**src/rtl/bkup_pkg.sv**
```systemverilog
package bkup_pkg;
  typedef enum logic {
    SRC_MAIN = 1'b0,
    SRC_BATT = 1'b1
  } src_e;

  typedef enum logic {
    TS_IDLE = 1'b0,
    TS_RUN  = 1'b1
  } tstate_e;
endpackage

```
**src/rtl/bkup_seal.sv**
```systemverilog
module bkup_seal (
  input  logic clk,
  input  logic rst,
  input  logic main_below_rst,
  input  logic main_below_batt,
  input  logic seal_rearm,
  output logic sealed,
  output logic rearm_hit
);
  // Rearm counts only while main has collapsed below both references.
  assign rearm_hit = !sealed && seal_rearm && main_below_rst && main_below_batt;

  always_ff @(posedge clk) begin
    if (rst) begin
      sealed <= 1'b1;
    end else if (sealed && !main_below_rst) begin
      sealed <= 1'b0;
    end else if (rearm_hit) begin
      sealed <= 1'b1;
    end
  end

  // the seal opens only after main power was seen good
  assert_seal_opens_on_main_R4: assert property (@(posedge clk) disable iff (rst)
    $fell(sealed) |-> $past(!main_below_rst));

  // resealing needs a request during a full collapse
  assert_reseal_needs_request_R5: assert property (@(posedge clk) disable iff (rst)
    $rose(sealed) |-> $past(seal_rearm && main_below_rst && main_below_batt));
endmodule

```
**src/rtl/bkup_switch.sv**
```systemverilog
module bkup_switch
  import bkup_pkg::*;
(
  input  logic clk,
  input  logic rst,
  input  logic main_below_rst,
  input  logic main_below_batt,
  input  logic main_above_hyst,
  input  logic sealed,
  input  logic rearm_hit,
  output src_e mode_q
);
  src_e mode_d;

  always_comb begin
    mode_d = mode_q;
    unique case (mode_q)
      SRC_MAIN: if (!sealed && !rearm_hit && main_below_rst && main_below_batt) mode_d = SRC_BATT;
      SRC_BATT: if (main_above_hyst || rearm_hit) mode_d = SRC_MAIN;
      default:  mode_d = SRC_MAIN;
    endcase
  end

  always_ff @(posedge clk) begin
    if (rst) mode_q <= SRC_MAIN;
    else     mode_q <= mode_d;
  end

  // entry into battery mode needs both low-supply flags and an open seal
  assert_enter_two_cond_R1: assert property (@(posedge clk) disable iff (rst)
    $rose(mode_q == SRC_BATT) |-> $past(main_below_rst && main_below_batt && !sealed));

  // leaving battery mode needs the hysteresis flag or a rearm
  assert_exit_on_hyst_R2: assert property (@(posedge clk) disable iff (rst)
    $fell(mode_q == SRC_BATT) |-> $past(main_above_hyst || rearm_hit));
endmodule

```
**src/rtl/bkup_test_sched.sv**
```systemverilog
module bkup_test_sched
  import bkup_pkg::*;
#(
  parameter int unsigned TEST_LEN = 1235,
  parameter int unsigned TEST_GAP = 86400
) (
  input  logic clk,
  input  logic rst,
  input  logic main_below_rst,
  input  logic in_batt,
  input  logic batt_below_test,
  output logic running,
  output logic ok_q
);
  localparam int unsigned LW = (TEST_LEN < 2) ? 1 : $clog2(TEST_LEN);
  localparam int unsigned GW = (TEST_GAP < 2) ? 1 : $clog2(TEST_GAP);
  localparam logic [LW-1:0] LEN_LAST = LW'(TEST_LEN - 1);
  localparam logic [GW-1:0] GAP_LAST = GW'(TEST_GAP - 1);

  tstate_e        state_q;
  logic [LW-1:0]  len_cnt;
  logic [GW-1:0]  gap_cnt;
  logic           prev_good;
  logic           main_good;

  assign main_good = !main_below_rst && !in_batt;
  assign running   = (state_q == TS_RUN);

  always_ff @(posedge clk) begin
    if (rst) begin
      state_q   <= TS_IDLE;
      len_cnt   <= '0;
      gap_cnt   <= '0;
      prev_good <= 1'b0;
      ok_q      <= 1'b0;
    end else begin
      prev_good <= main_good;
      unique case (state_q)
        TS_IDLE: begin
          if (main_good && (!prev_good || gap_cnt == GAP_LAST)) begin
            state_q <= TS_RUN;
            len_cnt <= '0;
            gap_cnt <= '0;
          end else if (main_good) begin
            gap_cnt <= gap_cnt + 1'b1;
          end else begin
            gap_cnt <= '0;
          end
        end
        TS_RUN: begin
          if (!main_good) begin
            state_q <= TS_IDLE;
            gap_cnt <= '0;
          end else if (len_cnt == LEN_LAST) begin
            state_q <= TS_IDLE;
            gap_cnt <= '0;
            ok_q    <= !batt_below_test;
          end else begin
            len_cnt <= len_cnt + 1'b1;
          end
        end
        default: state_q <= TS_IDLE;
      endcase
    end
  end

  // the stored result moves only at the end of a running test
  assert_ok_only_at_end_R8: assert property (@(posedge clk) disable iff (rst)
    !$stable(ok_q) |-> $past(state_q == TS_RUN));

  // the length counter never passes the last test cycle
  assert_len_bounded_R6: assert property (@(posedge clk) disable iff (rst)
    running |-> (len_cnt <= LEN_LAST));

  // a test never stays running once main power has gone
  assert_abort_on_loss_R9: assert property (@(posedge clk) disable iff (rst)
    $past(running && !main_good) |-> !running);
endmodule

```
**src/rtl/bkup_supply_ctrl.sv**
```systemverilog
module bkup_supply_ctrl
  import bkup_pkg::*;
#(
  parameter int unsigned TEST_LEN = 1235,
  parameter int unsigned TEST_GAP = 86400
) (
  input  logic clk,
  input  logic rst,
  input  logic main_below_rst,
  input  logic main_below_batt,
  input  logic main_above_hyst,
  input  logic batt_below_test,
  input  logic seal_rearm,
  output logic src_sel,
  output logic batt_on,
  output logic batt_ok,
  output logic load_en,
  output logic test_act
);
  logic sealed;
  logic rearm_hit;
  src_e mode_q;
  logic running;
  logic ok_q;

  bkup_seal u_seal (
    .clk             (clk),
    .rst             (rst),
    .main_below_rst  (main_below_rst),
    .main_below_batt (main_below_batt),
    .seal_rearm      (seal_rearm),
    .sealed          (sealed),
    .rearm_hit       (rearm_hit)
  );

  bkup_switch u_switch (
    .clk             (clk),
    .rst             (rst),
    .main_below_rst  (main_below_rst),
    .main_below_batt (main_below_batt),
    .main_above_hyst (main_above_hyst),
    .sealed          (sealed),
    .rearm_hit       (rearm_hit),
    .mode_q          (mode_q)
  );

  bkup_test_sched #(
    .TEST_LEN (TEST_LEN),
    .TEST_GAP (TEST_GAP)
  ) u_sched (
    .clk             (clk),
    .rst             (rst),
    .main_below_rst  (main_below_rst),
    .in_batt         (mode_q == SRC_BATT),
    .batt_below_test (batt_below_test),
    .running         (running),
    .ok_q            (ok_q)
  );

  assign src_sel  = mode_q;
  assign batt_on  = (mode_q == SRC_BATT);
  assign batt_ok  = ok_q && (mode_q != SRC_BATT);
  assign load_en  = running;
  assign test_act = running;

  // a sealed controller never runs the rail from the battery
  assert_sealed_no_batt_R4: assert property (@(posedge clk) disable iff (rst)
    sealed |-> !batt_on);

  // no test load while on the battery
  assert_no_test_in_backup_R9: assert property (@(posedge clk) disable iff (rst)
    batt_on |-> !load_en);
endmodule

```
**config.mk**
```make
export PLATFORM = sky130hd
export DESIGN_NAME = bkup_supply_ctrl
export DESIGN_NICKNAME = d
export VERILOG_FILES = /design/src/rtl/bkup_pkg.sv /design/src/rtl/bkup_seal.sv /design/src/rtl/bkup_switch.sv /design/src/rtl/bkup_test_sched.sv /design/src/rtl/bkup_supply_ctrl.sv
export SDC_FILE = /design/constraint.sdc
export NUM_CORES = 1
export LEC_CHECK = 0
export BUFFER_PORTS_ARGS = -buffer_cell sky130_fd_sc_hd__clkbuf_2
export CAP_MARGIN = 25
export CELL_PAD_IN_SITES_DETAIL_PLACEMENT = 0
export CELL_PAD_IN_SITES_GLOBAL_PLACEMENT = 1
export CORE_MARGIN = 5
export CORE_UTILIZATION = 30
export DETAILED_ROUTE_END_ITERATION = 10
export PLACE_DENSITY_LB_ADDON = 0.1
export SLEW_MARGIN = 20
export SYNTH_ARGS = -nofsm -noshare
export SYNTH_HDL_FRONTEND = slang
export SYNTH_SLANG_ARGS = --single-unit
```
**constraint.sdc**
```tcl
create_clock -name clk -period 2.6 [get_ports clk]
set_input_delay 0.26 -clock clk [delete_from_list [all_inputs] [get_ports clk]]
set_output_delay 0.26 -clock clk [all_outputs]
set_load 0.01 [all_outputs]
```
Word level (Yosys, flattened, before mapping)
Cells that the tools add are included.
{"block": "classes", "addsub": 2, "mul": 0, "div": 0, "n_lt_le_gt_ge": 0, "eq_ne": 6, "shift": 0, "n_mux": 18, "bitwise_logic": 2, "reduce_logical": 21}
{"op": "17-bit 2-to-1 mux", "count": 4}
{"op": "17-bit one-hot mux with 2 select lines", "count": 1}
{"op": "11-bit 2-to-1 mux", "count": 3}
{"op": "11-bit one-hot mux with 2 select lines", "count": 1}
{"op": "17-bit by 1-bit adder with 17-bit output (second input constant)", "count": 1}
{"op": "17-bit == test (second input constant)", "count": 1}
{"op": "11-bit by 1-bit adder with 11-bit output (second input constant)", "count": 1}
{"op": "11-bit == test (second input constant)", "count": 1}
{"op": "1-bit logical AND", "count": 10}
{"op": "1-bit 2-to-1 mux", "count": 7}
{"op": "1-bit zero test", "count": 6}
{"op": "3-bit AND reduction", "count": 2}
{"op": "2-bit inequality test (second input constant)", "count": 2}
{"op": "1-bit one-hot mux with 2 select lines", "count": 2}
{"op": "3-bit inequality test (second input constant)", "count": 1}
{"op": "1-bit logical OR", "count": 2}
{"op": "2-bit by 1-bit inequality test with 1-bit output (second input constant)", "count": 1}
{"op": "1-bit inverter", "count": 2}
{"op": "2-bit nonzero test", "count": 1}
{"block": "word_totals", "reg_bits": 33, "latchBits": 0, "mem_bits_rw": 0, "mem_bits_ro": 0, "output_inout_bits": 5, "wordCells": 56, "mem_count": 0}

Longest topological paths before layout
Gate-level depths: netlist (run 1).
{"block": "depth", "word_depth": 10, "mapped_depth": 9, "mapped_depth_nobuf": 7}

By module
From an unflattened synthesis (run 1), not the netlist that was laid out.
{"block": "hier_totals", "cells_unflattened": 213, "area_unflattened_um2": 1824.2}
{"module": "bkup_test_sched", "n_inst": 1, "cells_per_inst": 200, "area_each_um2": 1696.6, "seq_area_each_um2": 620.6}
{"module": "bkup_switch", "n_inst": 1, "cells_per_inst": 4, "area_each_um2": 50.0, "seq_area_each_um2": 20.0}
{"module": "bkup_seal", "n_inst": 1, "cells_per_inst": 6, "area_each_um2": 48.8, "seq_area_each_um2": 20.0}
{"module": "bkup_supply_ctrl", "n_inst": 1, "cells_per_inst": 3, "area_each_um2": 28.8, "seq_area_each_um2": 0.0}

Worst setup path after synthesis (run 1)
OpenSTA, ideal clock, no wires.
{"block": "synth_path", "path_kind": "reg-to-reg", "from": "reg u_sched.gap_cnt[0]", "to": "reg u_sched.gap_cnt[13]", "setup_ps": 126, "arrival_ps": 1546, "setup_slack_ps": 928, "stages_incl_launch_ff": 9, "path_buffers": 2, "period_less_slack_ps": 1672, "cell_sequence": "dfxtp_1 -> ha_1 -> and4_1 -> nand4_1 -> and3_1 -> buf_6 -> buf_6 -> a31oi_1 -> a31oi_1"}
{"block": "synth_via", "elab_chain_len": 5}
{"item": "start, declared", "line": "bkup_test_sched.sv:22", "text": "logic [GW-1:0] gap_cnt;"}
{"item": "start signal, assigned", "line": "bkup_test_sched.sv:45", "text": "gap_cnt <= gap_cnt + 1'b1;"}
{"item": "parallel branches: the longest is 3 deep, another holds 17-bit by 1-bit adder with 17-bit output"}
{"item": "17-bit 2-to-1 mux *", "line": "bkup_test_sched.sv:40", "text": "if (main_good && (!prev_good || gap_cnt == GAP_LAST)) begin"}
{"item": "17-bit one-hot mux with 2 select lines *", "line": "bkup_test_sched.sv:38", "text": "unique case (state_q)"}
Every way passes the cells marked *.
A chain may end at the register's enable or synchronous reset.

Worst setup path in the final report (run 1)
{"block": "layout_path", "from": "reg u_sched.gap_cnt[0]", "to": "reg u_sched.gap_cnt[11]"}
The elaborated chain is that of the path after synthesis.

==> impl_metrics.env, run 1 <==
export IMPL_status="complete, no violations"
export IMPL_synth_area_um2=1700
export IMPL_cts_sinks=33
export IMPL_grt_antenna_before_repair=0
export IMPL_critical_path_max_stage_delay_ns=0.62
export IMPL_design_area_um2=1880
export IMPL_slew_headroom_pct=62.6
export IMPL_avgSynthCellArea_um2=8.73
export IMPL_synth_edff_count=0
export IMPL_synth_ff_type="dfxtp_1"
export IMPL_seq_power_share_pct=52.5
export IMPL_cts_hold_buf=0
export IMPL_crit_fanout=12
export IMPL_finalHoldViolCount=0
export IMPL_vdd_ir_drop_max_mv=0.255
export IMPL_slowest_stage="or4_1"
export IMPL_grt_pass1_vias=1385
export IMPL_finalWirelength_um=3710
export IMPL_dr_pass1_iters=4
export IMPL_dieArea_um2=7280
export IMPL_crit_arrival_ns=2.33
export IMPL_fp_dieW_um=85.3
export IMPL_cp_start_kind="flip-flop"
export IMPL_rr_worst_depth=6
export IMPL_placed_area_um2=1770
export IMPL_critPathRequiredTime_ns=2.83
export IMPL_fin_crit_ns=2.10
export IMPL_hold_path_class="in2reg"
export IMPL_yosysWarnings=0
export IMPL_min_period_over_period_pct=80.8
export IMPL_cp_depth=6
export IMPL_synth_net_count=205
export IMPL_p_switching_uw=238
export IMPL_netlist_instances=195
export IMPL_tightest_slew_ns=0.561
export IMPL_cts_max_level=2
export IMPL_rr_startpoint="u_sched.gap_cnt[0]"
export IMPL_dp_hpwl_um=2670
export IMPL_combPwrFrac_pct=5.8
export IMPL_drv_cap=0
export IMPL_clockRootBuffer="clkbuf_8"
export IMPL_num_antenna_cells=0
export IMPL_max_freq_mhz=476
export IMPL_clock_path_buffers=2
export IMPL_ant_nets=0
export IMPL_seq_area_frac_synth_pct=38.8
export IMPL_cp_num_buf_inv=0
export IMPL_grt_setup_unrepaired="no"
export IMPL_synth_seq_cells=33
export IMPL_finalNetCount=214
export IMPL_gp_congestion=0.749
export IMPL_worstSetupPathType="reg2reg"
export IMPL_route_detailed_drc=0
export IMPL_r2r_end="u_sched.gap_cnt[11]"
export IMPL_power_internal_uw=780
export IMPL_dpl_cell_count=269
export IMPL_wl_per_cell_um=13.4
export IMPL_setup_violations=0
export IMPL_num_vias=1433
export IMPL_crit_path_end="u_sched.gap_cnt[11]"
export IMPL_core_um2=5510
export IMPL_numCtsBuffers=5
export IMPL_grt_pass1_wl_um=6330
export IMPL_grt_max_degree=16
export IMPL_initial_core_util_pct=30.9
export IMPL_synthToLayoutAreaGrowth_pct=10.1
export IMPL_cp_startpoint="u_sched.gap_cnt[0]"
export IMPL_rows=27
export IMPL_synth_cell_types=52
export IMPL_stdcell_count=277
export IMPL_vias_per_cell=5.17
export IMPL_clk_transition_reported_paths_ns=0.07
export IMPL_clk_latency_ns=0.29
export IMPL_dieHeight_um=85.3
export IMPL_clockPowerShare_pct=41.7
export IMPL_tns_ns=0
export IMPL_p_per_area_nw_per_um2=543
export IMPL_cts_tree="done"
export IMPL_port_buffers=11
export IMPL_cts_resized=0
export IMPL_hold_ws_ns=0.246
export IMPL_crit_family="simple AND/OR/NAND/NOR gates"
export IMPL_finalMaxSlewViolations=0
export IMPL_async_flop_share_pct=0
export IMPL_power_leakage_nw=0.708
export IMPL_drive_above_1_share_pct=12.7
export IMPL_ios=12
export IMPL_crit_top_cell="nand3_1"
export IMPL_p_total_mw=1.02
export IMPL_grt_use_total_pct=10.6
export IMPL_swShare_pct=23.4
export IMPL_drt_iter0_drc=39
export IMPL_worst_clock_skew_ns=0.00953
export IMPL_overflow=0
export IMPL_postCtsSetupBuffers=0
export IMPL_crit_path_end_kind="flip-flop"
export IMPL_r2r_setup_slack_ns=0.50
export IMPL_path_cells="ha_1 -> and4_1 -> nand4_1 -> nand3_1 -> or4_1 -> nand3_1"
power groups by stage:
stage	logic (mW)	clock network, mW	registers [mW]
global route	0.0696	0.462	0.537
finish	0.0595	0.424	0.534
detailed placement	0.0609	0	0.546
floorplan	0.0467	0	0.543
global placement	0.0611	0	0.545
CTS	0.0610	0.441	0.534
layout make-up:
cell class | count | area [um2]
clock inverters | 1 | 5.00
well taps | 72 | 90.1
fillers | 565 | 3630
multi-input cells | 147 | 946
repair buffers | 11 | 55.1
inverters | 6 | 22.5
flip-flops and latches | 33 | 661
clock buffers | 7 | 96.3
cells in the mapped netlist (2+ instances only):
cell       n  area, um2
nand3_1   10       50.1
nand4_1    4       25.0
a31oi_1   13       81.3
nor3_1     3       15.0
inv_1      6       22.5
nor2_1     5       18.8
nand2b_1   2       12.5
buf_2      2       10.0
a211o_1    3       26.3
buf_4      2       15.0
a41oi_1    2       17.5
dfxtp_1   33        661
o21ai_0   11       55.1
xor2_1     5       43.8
and4_1     5       43.8
buf_6      4       45.0
a21oi_1    6       30.0
o21a_1     2       15.0
ha_1       3       37.5
mux2i_1    2       20.0
and3_1     9       56.3
nor3b_1    3       22.5
or3_1      2       12.5
nand2_1   29        109
o211ai_1   2       15.0
layer usage:
layer | part of all wire, % | routed length [um] | GRT usage [%]
met1 | 47 | 1750 | 11.9
met2 | 49 | 1800 | 18.8
met3 | 2.3 | 86 | 3.01
met4 | 1.7 | 64 | 4.32
met5 | 0 | 0 | 0
layout by cell type, fill, tap and decap left out, drive strengths merged, types with 3 or more instances in the layout:
| cell | instances |
|---|---|
| nor3b | 3 |
| o21ai | 12 |
| and3 | 9 |
| ha | 3 |
| inv | 6 |
| nor2 | 6 |
| nand3 | 11 |
| xor2 | 5 |
| a21oi | 6 |
| dfxtp | 33 |
| nor3 | 3 |
| and4 | 6 |
| nand4 | 4 |
| a31oi | 14 |
| nand2 | 29 |
| clkbuf | 18 |
| a211o | 3 |
flip-flops by register name (all words and copies together) (netlist names):
signal,cells
u_seal.sealed,1
u_sched.gap_cnt,17
u_sched.len_cnt,11
u_sched.running,1
u_sched.prev_good,1
u_switch.mode_q,1
u_sched.ok_q,1
stage by stage:
step | setup WS, ns | util, %
2_1_floorplan | 0.928 | -
6_report | 0.499 | 34.1
3_3_place_gp | 0.556 | 32.2
4_1_cts | 0.487 | 34.1
3_5_place_dp | 0.510 | 32.2
5_1_grt | 0.363 | 34.1
worst register-to-register path, stage by stage (launching register included):
cell and delay (ns):
dfxtp_1 0.34, ha_1 0.24, and4_1 0.26, nand4_1 0.15
nand3_1 0.36, or4_1 0.62, nand3_1 0.08
worst min path at each step:
stage / from / to / slack, ns / cells past startpoint
4_1_cts: batt_below_test / u_sched.ok_q / 0.24 / 3
2_1_floorplan: main_below_rst / u_seal.sealed / 0.41 / 2
3_5_place_dp: u_sched.len_cnt[7] / u_sched.len_cnt[7] / 0.47 / 1
6_report: batt_below_test / u_sched.ok_q / 0.25 / 3
5_1_grt: batt_below_test / u_sched.ok_q / 0.25 / 3
3_3_place_gp: u_sched.len_cnt[7] / u_sched.len_cnt[7] / 0.45 / 1
logic make-up (layout without fill, tap and decap cells):
logic type	count (synthesis)	in the layout	share of synthesized area (%)
AND/OR/NAND/NOR	86	86	29.4
AO/OA/AOI/OAI	50	50	19.7
flip-flops	33	33	38.8
buffers and inverters	15	25	5.66
XOR/XNOR	6	6	3.09
adder cells (fa/ha/maj)	3	3	2.20
multiplexers	2	2	1.18
Power figures use the tool's default switching activity.
==> inputs of run 2 (changes only) <==
==> constraint.sdc (replaced) <==
create_clock -name clk -period 2.1 [get_ports clk]
set_input_delay 0.21 -clock clk [delete_from_list [all_inputs] [get_ports clk]]
set_output_delay 0.21 -clock clk [all_outputs]
set_load 0.01 [all_outputs]
==> run 2 against run 1 <==
  * First-iteration DRC count grew 87%
  * Count of clock-buffer cells in the layout shrank 2
  * Routed wire length grew 6.8%
  * Final area grew 3.8%
  * Maximum frequency grew 9.5%
  * Largest cell class unchanged
  * Core utilization grew 1.3 points
  * Clock power grew 69%
  * Global-route usage grew 0.70 points
  * Power grew 45%
  * Worst hold slack lost 0.066 ns
==> impl_metrics.env, run 2 (synthesized netlist as in run 1, its figures left out) <==
export IMPL_dr_pass1_iters=4
export IMPL_crit_family="simple AND/OR/NAND/NOR gates"
export IMPL_drt_iter0_drc=73
export IMPL_wl_per_cell_um=14.0
export IMPL_finalNetCount=219
export IMPL_finalMaxSlewViolations=0
export IMPL_reg_largest_list="u_sched.gap_cnt (17), u_sched.len_cnt (11)"
export IMPL_num_vias=1487
export IMPL_tns_ns=0
export IMPL_grt_pass1_vias=1431
export IMPL_dieArea_um2=7280
export IMPL_dieHeight_um=85.3
export IMPL_p_switching_uw=317
export IMPL_postCtsSetupBuffers=0
export IMPL_slew_headroom_pct=72.4
export IMPL_ios=12
export IMPL_largest_reg_flops=17
export IMPL_ant_nets=0
export IMPL_power_leakage_nw=0.745
export IMPL_cts_tree="done"
export IMPL_fin_crit_ns=1.92
export IMPL_core_um2=5510
export IMPL_cp_start_kind="flip-flop"
export IMPL_cts_max_level=2
export IMPL_combPwrFrac_pct=7.0
export IMPL_swShare_pct=21.5
export IMPL_grt_pass1_wl_um=6560
export IMPL_gp_congestion=0.749
export IMPL_clockRootBuffer="clkbuf_8"
export IMPL_slowest_stage="dfxtp_1"
export IMPL_min_period_over_period_pct=91.4
export IMPL_rows=27
export IMPL_finalWirelength_um=3960
export IMPL_initial_core_util_pct=30.9
export IMPL_path_cells="ha_1 -> and4_1 -> nand4_1 -> nand2_1 -> a31oi_1 -> a211o_1"
export IMPL_vdd_ir_drop_max_mv=0.413
export IMPL_route_detailed_drc=0
export IMPL_clockPowerShare_pct=48.8
export IMPL_p_total_mw=1.47
export IMPL_hold_path_class="in2reg"
export IMPL_seq_power_share_pct=44.3
export IMPL_critPathRequiredTime_ns=2.28
export IMPL_max_freq_mhz=521
export IMPL_drive_above_1_share_pct=15.2
export IMPL_clk_transition_reported_paths_ns=0.07
export IMPL_clock_path_buffers=2
export IMPL_cts_sinks=33
export IMPL_worstSetupPathType="reg2reg"
export IMPL_layout_commonest_cell="dfxtp_1"
export IMPL_cts_hold_buf=0
export IMPL_setup_violations=0
export IMPL_cp_num_buf_inv=0
export IMPL_clk_latency_ns=0.29
export IMPL_grt_setup_unrepaired="no"
export IMPL_grt_antenna_before_repair=0
export IMPL_overflow=0
export IMPL_worst_clock_skew_ns=0.00607
export IMPL_finalHoldViolCount=0
export IMPL_status="complete, no violations"
export IMPL_fp_dieW_um=85.3
export IMPL_grt_max_degree=16
export IMPL_tightest_slew_ns=0.412
export IMPL_top_register="u_sched.gap_cnt"
export IMPL_num_antenna_cells=0
export IMPL_numCtsBuffers=5
export IMPL_cts_resized=0
export IMPL_synthToLayoutAreaGrowth_pct=14.3
export IMPL_critical_path_max_stage_delay_ns=0.39
export IMPL_p_per_area_nw_per_um2=756
export IMPL_grt_use_total_pct=11.3
export IMPL_dp_hpwl_um=2860
export IMPL_vias_per_cell=5.27
export IMPL_drv_cap=0
export IMPL_port_buffers=11
export IMPL_crit_fanout=5
export IMPL_power_internal_mw=1.15
export IMPL_final_cell_mix="dfxtp_1 (33), nand2_1 (29), a31oi_1 (13), o21ai_0 (11), clkbuf_2 (11)"
export IMPL_crit_arrival_ns=2.10
export IMPL_crit_path_end_kind="flip-flop"
[run 2: cell types whose count changed in the layout (fill, tap and decap cells not counted)]
cell       previous run  this run
bufinv_16             0         2
and3_1                9         8
and3_2                0         1
buf_4                 0         5
clkbuf_8              7         5
[run 2: power by group through the flow]
| stage | Clock, mW | Sequential [mW] | Combinational, mW |
|---|---|---|---|
| 6_report | 0.717 | 0.651 | 0.103 |
| 5_1_grt | 0.769 | 0.653 | 0.117 |
| 4_1_cts | 0.729 | 0.651 | 0.104 |
| 3_5_place_dp | 0 | 0.666 | 0.103 |
| 3_3_place_gp | 0 | 0.665 | 0.101 |
| 2_1_floorplan | 0 | 0.672 | 0.0579 |
[run 2: stage by stage]
step           std cells  hold slack, ns  setup slack, ns  area (um2)  utilization, %
2_1_floorplan        195           0.355            0.428        1700               -
3_3_place_gp         274           0.447            0.241        1810            32.9
3_5_place_dp         274           0.456            0.153        1810            32.9
4_1_cts              282           0.185            0.133        1950            35.3
5_1_grt              282           0.211           0.0310        1950            35.4
6_report             282           0.180            0.181        1950            35.4
[run 2: worst reg2reg max path, stage by stage (launching register included)]
cell and delay [ns]:
dfxtp_1 0.39, ha_1 0.23, and4_1 0.28, nand4_1 0.18, nand2_1 0.20, a31oi_1 0.19, a211o_1 0.33
[run 2: routing by layer]
metal / track usage, % / wire, um / vias to the layer above
met5: 0 / 0 / -
met4: 5.47 / 73 / 0
met3: 2.91 / 78 / 8
met2: 19.4 / 1980 / 7
met1: 13.0 / 1830 / 710
li1: - / - / 762
[run 2: cell type report]
cell class	instances	area (um2)
timing repair buffer	16	92.6
fill	604	3560
clock buffer	5	68.8
multi-input combinational	147	947
tap	72	90.1
inverter	6	22.5
sequential	33	661
clock inverter	3	65.1
[run 2: worst paths after layout]
| kind | slack [ns] | start | depth (start not counted) | endpoint |
|---|---|---|---|---|
| worst max-delay path | 0.18 | u_sched.gap_cnt[0] | 6 | u_sched.len_cnt[10] |
| worst min-delay path | 0.18 | batt_below_test | 3 | u_sched.ok_q |
| worst max register to register | 0.18 | u_sched.gap_cnt[0] | 6 | u_sched.len_cnt[10] |
| worst min register to register | 0.48 | u_sched.len_cnt[7] | 1 | u_sched.len_cnt[7] |
